==> src/rtl/sjx_pkg.sv <==
package sjx_pkg;
  localparam int SAMPLE_W = 16;
  localparam int ADDR_W   = 3;
  localparam int DATA_W   = 32;

  localparam logic [ADDR_W-1:0] A_ENABLE = 3'd2;
  localparam logic [ADDR_W-1:0] A_OUT_LO = 3'd4;
  localparam logic [ADDR_W-1:0] A_OUT_HI = 3'd5;
  localparam logic [ADDR_W-1:0] A_UC_LO  = 3'd6;
  localparam logic [ADDR_W-1:0] A_UC_HI  = 3'd7;

  localparam int EN_I_BIT = 0;
  localparam int EN_Q_BIT = 1;

  typedef enum logic [1:0] {
    CL_PASS = 2'd0,
    CL_LO   = 2'd1,
    CL_HI   = 2'd2
  } clamp_sel_e;
endpackage

==> src/rtl/sjx_rst_sync.sv <==
module sjx_rst_sync #(
  parameter int STAGES = 2
) (
  input  logic clk,
  input  logic rst_n,
  output logic rst_sync_n
);
  logic [STAGES-1:0] chain_q;
  logic [STAGES-1:0] chain_d;

  always_comb begin
    chain_d = {chain_q[STAGES-2:0], 1'b1};
  end

  always_ff @(posedge clk or negedge rst_n) begin
    if (!rst_n) chain_q <= '0;
    else        chain_q <= chain_d;
  end

  assign rst_sync_n = chain_q[STAGES-1];
endmodule

==> src/rtl/sjx_cfg_regs.sv <==
module sjx_cfg_regs
  import sjx_pkg::*;
#(
  parameter int W    = SAMPLE_W,
  parameter int AW   = ADDR_W,
  parameter int DW   = DATA_W
) (
  input  logic                clk,
  input  logic                rst_n,
  input  logic                we,
  input  logic [AW-1:0]       addr,
  input  logic [DW-1:0]       wdata,
  output logic signed [W-1:0] out_lo,
  output logic signed [W-1:0] out_hi,
  output logic signed [W-1:0] uc_lo,
  output logic signed [W-1:0] uc_hi,
  output logic                i_en,
  output logic                q_en
);
  localparam logic signed [W-1:0] FS_POS = W'(2 ** (W - 1) - 1);
  localparam logic signed [W-1:0] FS_NEG = -FS_POS;

  logic signed [W-1:0] out_lo_q, out_hi_q, uc_lo_q, uc_hi_q;
  logic signed [W-1:0] out_lo_d, out_hi_d, uc_lo_d, uc_hi_d;
  logic                i_en_q, q_en_q, i_en_d, q_en_d;
  logic                ld_en, ld_olo, ld_ohi, ld_ulo, ld_uhi;
  logic [DW-1:0]       wdata_unused;

  // decode: one clock enable per register
  always_comb begin
    ld_en  = we && (addr == A_ENABLE);
    ld_olo = we && (addr == A_OUT_LO);
    ld_ohi = we && (addr == A_OUT_HI);
    ld_ulo = we && (addr == A_UC_LO);
    ld_uhi = we && (addr == A_UC_HI);
  end

  // next-state values
  always_comb begin
    out_lo_d = $signed(wdata[W-1:0]);
    out_hi_d = $signed(wdata[W-1:0]);
    uc_lo_d  = $signed(wdata[W-1:0]);
    uc_hi_d  = $signed(wdata[W-1:0]);
    i_en_d   = wdata[EN_I_BIT];
    q_en_d   = wdata[EN_Q_BIT];
  end

  always_ff @(posedge clk or negedge rst_n) begin
    if (!rst_n) begin
      out_lo_q <= FS_NEG;
      out_hi_q <= FS_POS;
      uc_lo_q  <= FS_NEG;
      uc_hi_q  <= FS_POS;
      i_en_q   <= 1'b1;
      q_en_q   <= 1'b0;
    end else begin
      if (ld_olo) out_lo_q <= out_lo_d;
      if (ld_ohi) out_hi_q <= out_hi_d;
      if (ld_ulo) uc_lo_q  <= uc_lo_d;
      if (ld_uhi) uc_hi_q  <= uc_hi_d;
      if (ld_en) begin
        i_en_q <= i_en_d;
        q_en_q <= q_en_d;
      end
    end
  end

  assign wdata_unused = wdata;

  assign out_lo = out_lo_q;
  assign out_hi = out_hi_q;
  assign uc_lo  = uc_lo_q;
  assign uc_hi  = uc_hi_q;
  assign i_en   = i_en_q;
  assign q_en   = q_en_q;
endmodule

==> src/rtl/sjx_sat_stage.sv <==
module sjx_sat_stage
  import sjx_pkg::*;
#(
  parameter int W    = SAMPLE_W,
  parameter int IN_W = SAMPLE_W
) (
  input  logic                   clk,
  input  logic                   rst_n,
  input  logic                   en,
  input  logic signed [IN_W-1:0] val_in,
  input  logic signed [W-1:0]    lo,
  input  logic signed [W-1:0]    hi,
  output logic signed [W-1:0]    val_out
);
  logic signed [IN_W-1:0] lo_x, hi_x;
  clamp_sel_e             sel;
  logic signed [W-1:0]    val_d, val_q;

  assign lo_x = IN_W'(lo);
  assign hi_x = IN_W'(hi);

  // upper limit wins when the window is inverted
  always_comb begin
    if (lo_x > hi_x)        sel = CL_HI;
    else if (val_in > hi_x) sel = CL_HI;
    else if (val_in < lo_x) sel = CL_LO;
    else                    sel = CL_PASS;
  end

  always_comb begin
    case (sel)
      CL_HI:   val_d = hi;
      CL_LO:   val_d = lo;
      default: val_d = val_in[W-1:0];
    endcase
  end

  always_ff @(posedge clk or negedge rst_n) begin
    if (!rst_n)  val_q <= '0;
    else if (en) val_q <= val_d;
  end

  assign val_out = val_q;
endmodule

==> src/rtl/sjx_output_junction.sv <==
module sjx_output_junction
  import sjx_pkg::*;
#(
  parameter int W  = SAMPLE_W,
  parameter int AW = ADDR_W,
  parameter int DW = DATA_W
) (
  input  logic                clk,
  input  logic                rst_n,
  input  logic                cfg_we,
  input  logic [AW-1:0]       cfg_addr,
  input  logic [DW-1:0]       cfg_wdata,
  input  logic signed [W-1:0] offset_in,
  input  logic signed [W-1:0] own_i_in,
  input  logic signed [W-1:0] buddy_q_in,
  input  logic signed [W-1:0] uc_i_in,
  input  logic signed [W-1:0] uc_q_in,
  output logic signed [W-1:0] dac_out,
  output logic signed [W-1:0] uc_i_out,
  output logic signed [W-1:0] uc_q_out
);
  localparam int SUM_W  = W + 2;
  localparam int LANES  = 2;

  logic                rst_sync_n;
  logic signed [W-1:0] out_lo, out_hi, uc_lo, uc_hi;
  logic                i_en, q_en;
  logic signed [SUM_W-1:0] sum_w, own_term;
  logic [W:0]          buddy_unused;
  logic signed [W-1:0] lane_in  [LANES];
  logic signed [W-1:0] lane_out [LANES];
  logic                stage_en;

  sjx_rst_sync #(.STAGES(2)) u_rst (
    .clk       (clk),
    .rst_n     (rst_n),
    .rst_sync_n(rst_sync_n)
  );

  sjx_cfg_regs #(.W(W), .AW(AW), .DW(DW)) u_cfg (
    .clk   (clk),
    .rst_n (rst_sync_n),
    .we    (cfg_we),
    .addr  (cfg_addr),
    .wdata (cfg_wdata),
    .out_lo(out_lo),
    .out_hi(out_hi),
    .uc_lo (uc_lo),
    .uc_hi (uc_hi),
    .i_en  (i_en),
    .q_en  (q_en)
  );

  assign stage_en = 1'b1;

  // wide sum; the quadrature sample of the paired channel is discarded
  always_comb begin
    own_term = i_en ? SUM_W'(own_i_in) : '0;
    sum_w    = SUM_W'(offset_in) + own_term;
  end
  assign buddy_unused = {q_en, buddy_q_in};

  sjx_sat_stage #(.W(W), .IN_W(SUM_W)) u_out_sat (
    .clk    (clk),
    .rst_n  (rst_sync_n),
    .en     (stage_en),
    .val_in (sum_w),
    .lo     (out_lo),
    .hi     (out_hi),
    .val_out(dac_out)
  );

  assign lane_in[0] = uc_i_in;
  assign lane_in[1] = uc_q_in;

  for (genvar g = 0; g < LANES; g++) begin : g_uc_lane
    sjx_sat_stage #(.W(W), .IN_W(W)) u_uc_sat (
      .clk    (clk),
      .rst_n  (rst_sync_n),
      .en     (stage_en),
      .val_in (lane_in[g]),
      .lo     (uc_lo),
      .hi     (uc_hi),
      .val_out(lane_out[g])
    );
  end

  assign uc_i_out = lane_out[0];
  assign uc_q_out = lane_out[1];
endmodule

==> config.mk <==
export PLATFORM = sky130hd
export DESIGN_NAME = sjx_output_junction
export DESIGN_NICKNAME = d
export VERILOG_FILES = /design/src/rtl/sjx_pkg.sv /design/src/rtl/sjx_rst_sync.sv /design/src/rtl/sjx_cfg_regs.sv /design/src/rtl/sjx_sat_stage.sv /design/src/rtl/sjx_output_junction.sv
export SDC_FILE = /design/constraint.sdc
export NUM_CORES = 1
export LEC_CHECK = 0
export BUFFER_PORTS_ARGS = -buffer_cell sky130_fd_sc_hd__clkbuf_2
export CAP_MARGIN = 20
export CORE_AREA = 2 2 121 135
export DETAILED_ROUTE_END_ITERATION = 7
export DIE_AREA = 0 0 123 137
export PLACE_DENSITY = 0.81
export RECOVER_POWER = 50
export SLEW_MARGIN = 10
export SYNTH_ARGS = -nofsm -noshare
export SYNTH_HDL_FRONTEND = slang
export SYNTH_SLANG_ARGS = --single-unit
==> constraint.sdc <==
create_clock -name clk -period 4.7 [get_ports clk]
set_input_delay 0.235 -clock clk [delete_from_list [all_inputs] [get_ports clk]]
set_output_delay 0.235 -clock clk [all_outputs]
set_load 0.01 [all_outputs]
==> impl_metrics.csv <==
group,metric,value,unit
outcome,status,"finished with violations",
outcome,violations,"max-capacitance violations, max-slew violations, negative setup slack",
worst_setup_path,path_class,"reg -> reg",
global_route,antenna_found_initial,1,
power,power.density,519.3,mW/mm^2
route,ant_nets,0,
worst_setup_path,r2r_end,"u_out_sat.val_out[13]",
placement,hpwl,17840,microns
floorplan,die_height,137,microns
power,p_total,5.598,mW
sta,fin_skew,0.008537,ns
cts,clockBufferDepth,2,
route,wire_per_inst,18.05,microns
sta,tns,-1.258,ns
floorplan,num_io_pins,166,
global_route,grt_overflow,0,
logic_synthesis,synth_nets,1185,
sta,fin_ws,-0.1323,ns
hold_path,hold_depth,3,
logic_synthesis,synthCells,915,
logic_synthesis,synthFlopType,"dfrtp_1",
sta,min_period,4.832,ns
sta,slew_headroom,-69.14,%
worst_setup_path,crit_fanout,6,
cts,clock-sinks,115,
global_route,grt_pass1_vias,7922,
global_route,grt_max_degree,84,
worst_setup_path,rr_worst_depth,21,
floorplan,num_rows,48,
logic_synthesis,synth_cell_types,64,
floorplan,dieArea,0.01685,sq mm
logic_synthesis,synth_area,0.008661,sq mm
floorplan,die_x,123,microns
finish,final_nets,1372,
logic_synthesis,async_flop_share,100.0,%
worst_setup_path,rr_startpoint,"u_cfg.i_en",
route,first_pass_iters,8,
sta,post-route-period-util,102.8,%
cts,cts_buffers,17,
global_route,grt_usage,28.61,%
cts,cts-root-buf,"clkbuf_16",
cts,worstSkewPairLatency,0.42,ns
global_route,grt_pass1_wl,37340,microns
cts,clkTransAtPathRegs,0.06,ns
cts,htree_levels,4,
sta,clock.fmax,206.9,MHz
logic_synthesis,synth_seq_cells,115,
sta,maxSlewViolCount,50,
cts,cts_tree,"built",
hold_path,min_from,"cfg_wdata[8]",
hold_path,hold_class,"in -> reg",
sta,worst_pin_slew,2.537,ns
route,via_per_inst,5.998,
finish,synthToLayoutAreaGrowth,24.46,%
logic_synthesis,ys_seq_area_share,33.73,%
job,drv_cap,1,
floorplan,core,0.01549,sq mm
power,leakagePower,5.204,nW
finish,filler_cell_count,1166,
route,drc_errors,0,
worst_setup_path,start_kind,"flop",
route,via_count,7893,
sta,hold_viol,0,
power,peakVddDrop,0.0003130,V
placement,port-buffer-count,133,
placement,place.gp.congestion,0.9259,
logic_synthesis,synth_edf_count,0,
worst_setup_path,r2r_slack,-0.13,ns
worst_setup_path,cp-end-kind,"flop",
sta,setup_violations,16,
logic_synthesis,ys_warn_count,0,
finish,final_layout_size_suffix_gt1_share,28.61,%
worst_setup_path,required,5.00,ns
sta,grt_setup_unrepaired,"yes",
logic_synthesis,avgSynthCellArea,9.465,sq um
route,drt_iter0_markers,576,
worst_setup_path,arrival,5.14,ns
hold_path,hold_path_end,"u_cfg.out_lo[8]",
floorplan,start_util,55.89,%
route,drt-total-wl,23750,microns
==> worst max-delay path by stage <==
stage	startpoint	end	slack (ns)
6_report	u_cfg.i_en	u_out_sat.val_out[13]	-0.13
4_1_cts	u_cfg.i_en	u_out_sat.val_out[9]	0.007
5_1_grt	u_cfg.i_en	u_out_sat.val_out[13]	-0.38
2_1_floorplan	u_cfg.i_en	u_out_sat.val_out[14]	-0.01
3_3_place_gp	u_cfg.i_en	u_out_sat.val_out[0]	-0.16
3_5_place_dp	u_cfg.i_en	u_out_sat.val_out[0]	-0.27
==> metal layers <==
| layer | track usage, % | up-vias | wire length, microns |
|---|---|---|---|
| li1 | - | 3739 | - |
| met1 | 32.76 | 3778 | 9759 |
| met2 | 51.57 | 312 | 11970 |
| met3 | 5.167 | 64 | 1216 |
| met4 | 12.75 | 0 | 804 |
| met5 | 0 | - | 0 |
==> synth_stat cells (4+ instances only) <==
| cell | number | area [sq um] |
|---|---|---|
| dfstp_2 | 35 | 919.6 |
| a31oi_1 | 8 | 50.05 |
| a211oi_1 | 12 | 90.09 |
| nand4_1 | 19 | 118.9 |
| inv_1 | 82 | 307.8 |
| mux2_2 | 49 | 551.8 |
| nor3_1 | 7 | 35.03 |
| and3_1 | 7 | 43.79 |
| o21ai_0 | 84 | 420.4 |
| nor2b_1 | 6 | 37.54 |
| nand2b_1 | 7 | 43.79 |
| xor2_1 | 4 | 35.03 |
| ha_1 | 151 | 1889 |
| nand3_1 | 8 | 40.04 |
| clkbuf_1 | 28 | 105.1 |
| xnor2_1 | 7 | 61.31 |
| o211ai_1 | 12 | 90.09 |
| a221oi_1 | 4 | 35.03 |
| o31ai_1 | 4 | 30.03 |
| and4_1 | 4 | 35.03 |
| nor2_1 | 33 | 123.9 |
| dfrtp_1 | 80 | 2002 |
| a22oi_1 | 47 | 352.8 |
| and2_1 | 18 | 112.6 |
| nand2_1 | 82 | 307.8 |
| o21bai_1 | 5 | 37.54 |
| a21oi_1 | 48 | 240.2 |
| a21o_1 | 14 | 105.1 |
==> critical path: stages, from the launching register on <==
cell       delay [ns]
dfstp_2          0.61
buf_6            0.14
and2_4           0.14
ha_4             0.19
buf_4            0.15
a21oi_1          0.25
o21ai_0          0.14
a2bb2oi_1        0.17
o311ai_1         0.13
xor2_1           0.24
ha_1             0.28
a21o_1           0.18
a2111o_1         0.37
or3_4            0.36
a2111oi_4        0.30
nor3_2           0.08
a221o_1          0.31
ha_4             0.20
buf_6            0.14
a22oi_2          0.13
nor2_1           0.06
a21o_1           0.15
==> what timing repair did <==
action                                  4_1_cts  5_1_grt
gates cloned                                  0        0
setup buffers                                 4        3
endpoints found under the setup margin       16       16
pin swaps                                    11       16
resized for setup                            12       42
hold buffers                                  1        0
endpoints found under the hold margin         2        0
==> sequential cells by signal, indices dropped and copies added, names as in the netlist <==
signal	cells
u_rst.chain_q	2
u_out_sat.val_out	16
u_cfg.out_hi	16
u_cfg.i_en	1
u_cfg.uc_lo	16
u_cfg.uc_hi	16
g_uc_lane.u_uc_sat.val_out	32
u_cfg.out_lo	16
==> stage by stage <==
stage               setup WS, ns  util [%]  hold slack (ns)  area [sq um]  std cells
CTS                     0.006535     68.69          0.06778         10640       1312
finish                   -0.1323     69.57          0.07810         10780       1316
detailed placement       -0.2668     64.09          0.02394          9931       1275
global route             -0.3812     69.55          0.08456         10780       1315
global placement         -0.1576     64.09          0.02124          9931       1275
floorplan               -0.01318         -         -0.06059          8710        915
==> cell usage in the layout, fill, tap and decap left out, types with 4 or more instances in the layout <==
cell and count:
a211oi_1 10, a21o_1 14, a21oi_1 48, a22oi_1 35
a22oi_2 12, a31oi_1 8, and2_1 15, and3_1 6
and4_1 4, buf_4 52, buf_6 7, bufinv_16 4
clkbuf_1 33, clkbuf_16 17, clkbuf_2 103, dfrtp_1 80
dfstp_2 35, ha_1 144, ha_4 5, inv_1 82
mux2_2 49, nand2_1 82, nand2b_1 7, nand3_1 8
nand4_1 19, nor2_1 32, nor2b_1 6, nor3_1 6
o211ai_1 12, o21ai_0 73, o21ai_1 11, o21bai_1 5
o31ai_1 4, xnor2_1 7, xor2_1 4
==> where the power goes <==
group	switching [mW]	leakage, nW	internal [mW]	total (mW)
combinational	1.44	3.55	1.17	2.60
clock	0.478	0.303	0.916	1.39
sequential	0.231	1.35	1.37	1.60
==> cell families after synthesis <==
family / Yosys count / synth area share (%)
other: 1 / 0.04330
XOR/XNOR: 11 / 1.112
flip-flops: 115 / 33.73
AO/OA/AOI/OAI: 269 / 19.97
AND/OR/NAND/NOR: 206 / 11.86
adder cells (fa/ha/maj): 152 / 22.05
multiplexers: 49 / 6.371
buffers and inverters: 112 / 4.868
==> layout make-up <==
cell class | instances | area [sq um] | area share [%]
diodes | 1 | 2.502 | 0.02322
clock buffers | 20 | 456.7 | 4.237
clock inverters | 12 | 178.9 | 1.660
inverters | 83 | 311.5 | 2.890
multi-input cells | 688 | 5513 | 51.14
flip-flops and latches | 115 | 2922 | 27.10
well taps | 200 | 250.2 | 2.322
repair buffers | 197 | 1145 | 10.62
No activity file was read; power rests on OpenSTA's default activity.
